===== config.mk =====
export PLATFORM = sky130hd
export DESIGN_NAME = cmp_pwm_timer
export DESIGN_NICKNAME = d
export VERILOG_FILES = /design/src/rtl/pwm_timer_pkg.sv /design/src/rtl/pwm_counter.sv /design/src/rtl/pwm_duty_buf.sv /design/src/rtl/pwm_wave.sv /design/src/rtl/cmp_pwm_timer.sv
export SDC_FILE = /design/constraint.sdc
export NUM_CORES = 1
export LEC_CHECK = 0
export BUFFER_PORTS_ARGS = -buffer_cell sky130_fd_sc_hd__buf_2
export CAP_MARGIN = 40
export CORE_AREA = 2 2 53 65
export DETAILED_ROUTE_END_ITERATION = 6
export DIE_AREA = 0 0 55 67
export PLACE_DENSITY = 0.68
export SYNTH_ARGS = -nofsm -noshare
export SYNTH_HDL_FRONTEND = slang
export SYNTH_HIERARCHICAL = 1
export SYNTH_SLANG_ARGS = --single-unit

===== constraint.sdc =====
create_clock -name clk -period 1.95 [get_ports clk]
set_clock_uncertainty 0.15 [all_clocks]
set_input_delay 0.585 -clock clk [delete_from_list [all_inputs] [get_ports clk]]
set_output_delay 0.585 -clock clk [all_outputs]
set_load 0.1 [all_outputs]

===== src/rtl/pwm_timer_pkg.sv =====
package pwm_timer_pkg;

  // Level of the internally formed waveform before the output register
  typedef enum logic {
    PHASE_LOW  = 1'b0,
    PHASE_HIGH = 1'b1
  } phase_e;

endpackage


===== src/rtl/pwm_counter.sv =====
module pwm_counter #(
  parameter int WIDTH = 8
) (
  input  logic             clk,
  input  logic             rst_n,
  input  logic             tick,
  input  logic             run,
  output logic [WIDTH-1:0] cnt,
  output logic             at_full
);

  localparam logic [WIDTH-1:0] FULL = {WIDTH{1'b1}};

  logic [WIDTH-1:0] cnt_q;
  logic [WIDTH-1:0] cnt_d;
  logic             cnt_en;

  assign cnt_en = tick;

  always_comb begin
    cnt_d = cnt_q;
    if (!run) begin
      cnt_d = '0;
    end else begin
      cnt_d = cnt_q + 1'b1;
    end
  end

  always_ff @(posedge clk or negedge rst_n) begin
    if (!rst_n) begin
      cnt_q <= '0;
    end else if (cnt_en) begin
      cnt_q <= cnt_d;
    end
  end

  assign cnt     = cnt_q;
  assign at_full = (cnt_q == FULL);

endmodule


===== src/rtl/pwm_duty_buf.sv =====
module pwm_duty_buf #(
  parameter int WIDTH = 8
) (
  input  logic             clk,
  input  logic             rst_n,
  input  logic             wr,
  input  logic [WIDTH-1:0] din,
  input  logic             load,
  output logic [WIDTH-1:0] cmp_act
);

  logic [WIDTH-1:0] hold_q;
  logic [WIDTH-1:0] hold_d;
  logic [WIDTH-1:0] act_q;
  logic [WIDTH-1:0] act_d;

  always_comb begin
    hold_d = wr ? din : hold_q;
    act_d  = load ? hold_q : act_q;
  end

  always_ff @(posedge clk or negedge rst_n) begin
    if (!rst_n) begin
      hold_q <= '0;
      act_q  <= '0;
    end else begin
      if (wr) begin
        hold_q <= hold_d;
      end
      if (load) begin
        act_q <= act_d;
      end
    end
  end

  assign cmp_act = act_q;

endmodule


===== src/rtl/pwm_wave.sv =====
module pwm_wave
  import pwm_timer_pkg::*;
#(
  parameter int WIDTH = 8
) (
  input  logic             clk,
  input  logic             rst_n,
  input  logic             tick,
  input  logic             run,
  input  logic [WIDTH-1:0] cnt,
  input  logic [WIDTH-1:0] cmp_act,
  output logic             pwm
);

  phase_e src_phase;
  logic   out_q;
  logic   out_d;

  // Source waveform: high from zero up to and including the compare value
  always_comb begin
    src_phase = (cnt <= cmp_act) ? PHASE_HIGH : PHASE_LOW;
    out_d     = run && (src_phase == PHASE_HIGH);
  end

  always_ff @(posedge clk or negedge rst_n) begin
    if (!rst_n) begin
      out_q <= 1'b0;
    end else if (tick) begin
      out_q <= out_d;
    end
  end

  assign pwm = out_q;

endmodule


===== src/rtl/cmp_pwm_timer.sv =====
module cmp_pwm_timer #(
  parameter int WIDTH = 8
) (
  input  logic             clk,
  input  logic             rst_n,
  input  logic             tick,
  input  logic             run,
  input  logic             duty_wr,
  input  logic [WIDTH-1:0] duty_din,
  output logic             pwm_out
);

  logic [WIDTH-1:0] cnt;
  logic             at_full;
  logic [WIDTH-1:0] cmp_act;
  logic             cmp_load;

  // Compare update at the period boundary, or on any stopped tick
  assign cmp_load = tick && (!run || at_full);

  pwm_counter #(.WIDTH(WIDTH)) u_counter (
    .clk     (clk),
    .rst_n   (rst_n),
    .tick    (tick),
    .run     (run),
    .cnt     (cnt),
    .at_full (at_full)
  );

  pwm_duty_buf #(.WIDTH(WIDTH)) u_duty (
    .clk     (clk),
    .rst_n   (rst_n),
    .wr      (duty_wr),
    .din     (duty_din),
    .load    (cmp_load),
    .cmp_act (cmp_act)
  );

  pwm_wave #(.WIDTH(WIDTH)) u_wave (
    .clk     (clk),
    .rst_n   (rst_n),
    .tick    (tick),
    .run     (run),
    .cnt     (cnt),
    .cmp_act (cmp_act),
    .pwm     (pwm_out)
  );

endmodule


==> results of run 1 <==
==> area by class of cell <==
| cell class | count | area [µm²] |
|---|---|---|
| inverters | 12 | 45.0 |
| flip-flops and latches | 25 | 626 |
| clock buffers | 3 | 22.5 |
| repair buffers | 18 | 103 |
| clock inverters | 1 | 5.00 |
| multi-input cells | 71 | 632 |
| well taps | 36 | 45.0 |
| fillers | 283 | 1550 |
==> power by group through the flow <==
stage                     combinational (mW)  sequential (mW)  clock, mW
final                                  0.295            0.644      0.228
after global routing                   0.326            0.656      0.271
after CTS                              0.299            0.644      0.240
after detailed placement               0.297            0.655          0
after global placement                 0.279            0.651          0
after floorplan                        0.200            0.661          0
==> cells in the mapped netlist <==
cell type  count
nor2_1         3
nand3_1        4
or3_1          2
mux2i_1        1
nand2_1        4
a31oi_1        1
nand4_2        1
a21oi_1        4
o21ai_0        3
nand3b_1       1
or4_1          1
o211ai_1       2
nand4_1        3
nor2b_1        3
o21ai_1        5
dfrtp_1       25
buf_6          2
nand2b_1       1
a21boi_1       1
inv_1         12
o31ai_1        2
mux2_4        16
ha_1           9
buf_4          1
nand3_2        1
o2bb2ai_1      1
xor2_1         1
a211oi_1       1
==> routing by layer <==
metal	share of wire	wire length, µm
met1	0.44	1000
met4	0.011	25
met5	0	0
met3	0.032	71
met2	0.51	1150
==> per-stage QoR <==
| step | utilization | cell area (µm²) |
|---|---|---|
| 3_5_place_dp | 0.479 | 1450 |
| 5_1_grt | 0.488 | 1480 |
| 4_1_cts | 0.488 | 1480 |
| 2_1_floorplan | - | 1330 |
| 6_report | 0.488 | 1480 |
| 3_3_place_gp | 0.479 | 1450 |
==> flip-flops by register name (all words and copies together), names as in the netlist <==
| register | cells |
|---|---|
| u_duty/hold_q | 8 |
| u_counter/cnt | 8 |
| u_wave/pwm | 1 |
| u_duty/cmp_act | 8 |
==> worst max path at each step <==
stage                      from                 to  depth (start not counted)
2_1_floorplan  u_counter/cnt[0]  u_duty/cmp_act[0]                          7
3_3_place_gp               tick  u_duty/cmp_act[1]                          4
3_5_place_dp               tick  u_duty/cmp_act[6]                          4
4_1_cts              u_wave/pwm            pwm_out                          1
5_1_grt              u_wave/pwm            pwm_out                          1
6_report             u_wave/pwm            pwm_out                          1
==> cell families (layout without fill, tap and decap cells) <==
group	Yosys count	in the layout	share of synthesized area
muxes	17	17	0.188
buffers and inverters	15	34	0.0563
DFF	25	25	0.469
and+or+nand+nor	24	24	0.105
xor gates and xnor gates	1	1	0.00657
AOI/OAI and AO/OA	20	20	0.0901
adders and majority gates	9	9	0.0845
==> impl_metrics.json, run 1 <==
{
  "clk_latency_ns": 0.32,
  "post-route-worst-setup-slack_ns": 0.115,
  "finalHoldViolations": 0,
  "track_usage": 0.145,
  "worst_pin_slew_ns": 0.534,
  "r2r_start": "u_counter/cnt[1]",
  "r2r_slack_ns": 0.17,
  "yosysSeqAreaShare": 0.469,
  "relSlewSlack": 0.644,
  "arrival_ns": 1.10,
  "cts_hold_buf": 0,
  "fp-row-count": 22,
  "htree_num_levels": 1,
  "p_clk_frac": 0.196,
  "dp_hpwl_um": 1770,
  "crit_path_end_kind": "primary output",
  "min_path_type": "in -> async",
  "pre_cts_slack_ns": 0.127,
  "yosysTopAreaCell": "dfrtp_1",
  "layout_commonest_cell": "dfrtp_1",
  "grt_pass1_wl_um": 3820,
  "internal_power_uw": 819,
  "pin_count": 14,
  "p_sw_frac": 0.298,
  "design_power_total_mw": 1.17,
  "final_cell_mix": "dfrtp_1, mux2_4, buf_2",
  "viasPerCell": 5.27,
  "worstSetupPathType": "reg -> out",
  "synth_cells": 111,
  "crit_path_top_delay_cell": "buf_2",
  "pwr-share-seq": 0.551,
  "use_met3": 0.0224,
  "diodes": 0,
  "worst-endpoint-required_ns": 1.21,
  "yosysUniqueCellTypes": 28,
  "ys_warn_count": 6,
  "routabilityCongestion": 0.854,
  "drive_above_1_share": 0.308,
  "grt_pass1_vias": 849,
  "cp_top_family": "buffers and inverters",
  "r2r_cells": 7,
  "dr.pass1.iters": 4,
  "routed_wl_um": 2250,
  "syn_nets": 133,
  "finalCritPeriodShare": 0.941,
  "post_drt_wl_per_cell_um": 13.6,
  "min_period_ns": 1.83,
  "grt_max_degree": 26,
  "clk_pin_slew_ns": 0.14,
  "p_leak_nw": 0.722,
  "antenna_found_initial": 0,
  "dieArea_um2": 3690,
  "critPathMaxStageDelay_ns": 0.42,
  "nNetsFinal": 153,
  "cp_cell_sequence": "buf_2",
  "start_util": 0.440,
  "die_w_um": 55,
  "tritoncts": "built",
  "synthTopCellsByArea": "dfrtp_1, mux2_4, ha_1",
  "worst-path-buf-inv": 1,
  "first_iter_violations": 25,
  "vias": 875,
  "grt_overflow": 0,
  "netlist_area_um2": 1330,
  "dp_cells": 162,
  "hold_ws_ns": 0.0795,
  "busiest_layer": "met2",
  "cts_setup_buffers": 0,
  "p_comb_frac": 0.253,
  "ys_seq_elements": 25,
  "drv_cap": 0,
  "netlist.area_leader.share": 0.469,
  "core_um2": 3030,
  "power.switching_uw": 348,
  "power.density_nw_per_um2": 790,
  "fin_cells": 166,
  "r2r_end": "u_duty/cmp_act[1]",
  "cts_resized": 0,
  "antenna_left": 0,
  "syn_to_final_growth_pct": 10.9,
  "portBuffers": 13,
  "clock-root-buffer": "clkbuf_4",
  "rsz0062_at_grt": "false",
  "ir_drop_v": 0.000508,
  "clockBufferDepth": 2,
  "drc": 0,
  "use_met2": 0.240,
  "cp_max_fo": 2,
  "crit_path_start_kind": "flip-flop",
  "final.setup.tns_ns": 0,
  "avgSynthCellArea_um2": 12.0,
  "drv_slew": 0,
  "grtUsageMet1": 0.181,
  "outcome": "complete, no violations",
  "fp.dieH_um": 67,
  "clock-sinks": 25,
  "cts_buffers": 3,
  "setup_viol": 0,
  "fmax_ghz": 0.545
}
(Power assumes the default switching activity.)
==> run 2: changes to the inputs <==
--- a/config.mk
+++ b/config.mk
@@ -7,11 +7,11 @@
 export LEC_CHECK = 0
 export BUFFER_PORTS_ARGS = -buffer_cell sky130_fd_sc_hd__buf_2
 export CAP_MARGIN = 40
-export CORE_AREA = 2 2 53 65
+export CORE_AREA = 2 2 52 64
 export DETAILED_ROUTE_END_ITERATION = 6
-export DIE_AREA = 0 0 55 67
-export PLACE_DENSITY = 0.68
+export DIE_AREA = 0 0 54 66
+export PLACE_DENSITY = 0.67
+export RECOVER_POWER = 50
 export SYNTH_ARGS = -nofsm -noshare
 export SYNTH_HDL_FRONTEND = slang
-export SYNTH_HIERARCHICAL = 1
 export SYNTH_SLANG_ARGS = --single-unit
==> impl_metrics.json, run 2 <==
{
  "grt_overflow": 0,
  "r2r_end": "u_duty.cmp_act[2]",
  "antenna_found_initial": 0,
  "yosysSeqAreaShare": 0.495,
  "cts_resized": 0,
  "ys_warn_count": 0,
  "crit_path_end_kind": "primary output",
  "start_util": 0.426,
  "clock-root-buffer": "clkbuf_4",
  "dieArea_um2": 3560,
  "power.density_nw_per_um2": 795,
  "r2r_slack_ns": 0.12,
  "min_path_type": "in -> reg",
  "fp-row-count": 22,
  "outcome": "complete, no violations",
  "grt_pass1_wl_um": 3690,
  "synthTopCellsByArea": "dfrtp_1, mux2_2, ha_1",
  "grt_pass1_vias": 823,
  "critPathMaxStageDelay_ns": 0.43,
  "min_period_ns": 1.86,
  "dp_hpwl_um": 1640,
  "fp.dieH_um": 66,
  "final_cell_mix": "dfrtp_1, mux2_2, inv_1, buf_2, ha_1",
  "drv_slew": 0,
  "synthFlopType": "dfrtp_1",
  "worst-endpoint-required_ns": 1.21,
  "pin_count": 14,
  "hold_ws_ns": 0.345,
  "final.setup.tns_ns": 0,
  "first_iter_violations": 7,
  "htree_num_levels": 1,
  "syn_to_final_growth_pct": 11.1,
  "worst-path-buf-inv": 1,
  "clockBufferDepth": 2,
  "netlist_area_um2": 1260,
  "grt_max_degree": 26,
  "netlist.area_leader.share": 0.495,
  "diodes": 0,
  "drive_above_1_share": 0.333,
  "crit_path_top_delay_cell": "buf_2",
  "r2r_cells": 5,
  "p_leak_nw": 0.655,
  "worst_pin_slew_ns": 1.31,
  "relSlewSlack": 0.130,
  "setup_viol": 0,
  "crit_path_start_kind": "flip-flop",
  "tritoncts": "built",
  "viasPerCell": 5.27,
  "clock-sinks": 25,
  "yosysUniqueCellTypes": 32,
  "hold_path_end": "u_duty.hold_q[3]",
  "vias": 838,
  "die_w_um": 54,
  "finalCritPeriodShare": 0.955,
  "async_reset_ff_frac": 1.00,
  "cp_top_family": "buffers and inverters",
  "drc": 0,
  "yosysTopAreaCell": "dfrtp_1",
  "nNetsFinal": 146,
  "cts_setup_buffers": 0,
  "cp_max_fo": 2,
  "layout_commonest_cell": "dfrtp_1",
  "dr.pass1.iters": 4,
  "finalHoldViolations": 0,
  "antenna_left": 0,
  "synth_cells": 106,
  "worstSetupPathType": "reg -> out",
  "cp_cell_sequence": "buf_2",
  "synth_most_common_cell": "dfrtp_1",
  "ir_drop_v": 0.000485,
  "syn_nets": 128,
  "portBuffers": 13,
  "synth-edff-count": 0,
  "ys_seq_elements": 25,
  "hold_depth": 2,
  "avgSynthCellArea_um2": 11.9,
  "clk_latency_ns": 0.31,
  "netlist_top_cells_count": "dfrtp_1, mux2_2, inv_1",
  "track_usage": 0.142,
  "rsz0062_at_grt": "false",
  "cts_buffers": 3,
  "routed_wl_um": 2050,
  "drv_cap": 0,
  "routabilityCongestion": 0.764,
  "cts_hold_buf": 0,
  "post_drt_wl_per_cell_um": 12.9,
  "r2r_start": "u_counter.cnt[1]",
  "fmax_ghz": 0.537,
  "core_um2": 2970,
  "clk_pin_slew_ns": 0.13,
  "min_from": "duty_din[3]",
  "arrival_ns": 1.13
}
run 2: cell types whose count changed in the layout (fill, tap and decap cells not counted), moves of 2 or more:
cell,delta
nor2b_1,-2
clkbuf_1,+2
a21oi_1,-2
mux2_4,-16
nor3_1,+3
o21ai_1,-5
o31ai_1,-2
o21ai_0,+3
mux2_2,+16
buf_4,-3
o21a_1,+2
nand3_1,-2
o211ai_1,-2
run 2: worst max path at each step:
stage / from / to / slack [ns] / cells after the start
floorplan: tick / u_duty.cmp_act[0] / 0.21 / 5
global placement: tick / u_duty.cmp_act[5] / 0.08 / 5
detailed placement: tick / u_duty.cmp_act[2] / 0.03 / 5
CTS: u_wave.pwm / pwm_out / 0.07 / 1
global route: u_counter.cnt[1] / u_duty.cmp_act[2] / 0.02 / 5
finish: u_wave.pwm / pwm_out / 0.09 / 1
run 2: stage by stage:
step                utilization  worst slack (ns)  std cells  area [µm²]  total power [mW]
floorplan                     -             0.207        106        1260             0.830
global placement          0.463            0.0770        155        1380             0.888
detailed placement        0.463            0.0298        155        1380             0.907
CTS                       0.471            0.0744        159        1400              1.14
global route              0.473            0.0191        159        1410              1.21
finish                    0.473            0.0869        159        1410              1.12
run 2: cell type report:
cell class | count | area [µm²]
clock buffer | 4 | 26.3
fill | 302 | 1570
inverter | 13 | 48.8
multi-input combinational | 66 | 581
sequential | 25 | 626
tap | 36 | 45.0
timing repair buffer | 15 | 78.8
run 2: report_power, final:
group          switching [mW]  leakage (nW)  internal, mW
sequential             0.0511         0.307         0.586
combinational           0.136         0.333         0.119
clock                   0.145        0.0150        0.0799
total                   0.333         0.655         0.785
run 2: logic make-up (layout without fill, tap and decap cells):
kind of cell / count (synthesis) / after routing / synth area share
buf+inv: 15 / 32 / 0.0504
xor+xnor: 2 / 2 / 0.0139
compound gates: 17 / 17 / 0.107
flops: 25 / 25 / 0.495
mux: 17 / 17 / 0.150
simple gates: 21 / 21 / 0.0950
fa+ha+maj: 9 / 9 / 0.0890
run 2: metal layers:
layer | track usage | share of wire | routed length [µm] | vias up
met3 | 0.0271 | 0.035 | 71 | 4
met4 | 0.0469 | 0.016 | 33 | 0
met1 | 0.169 | 0.43 | 890 | 408
met5 | 0 | 0 | 0 | -
met2 | 0.250 | 0.51 | 1060 | 17
li1 | - | - | - | 409
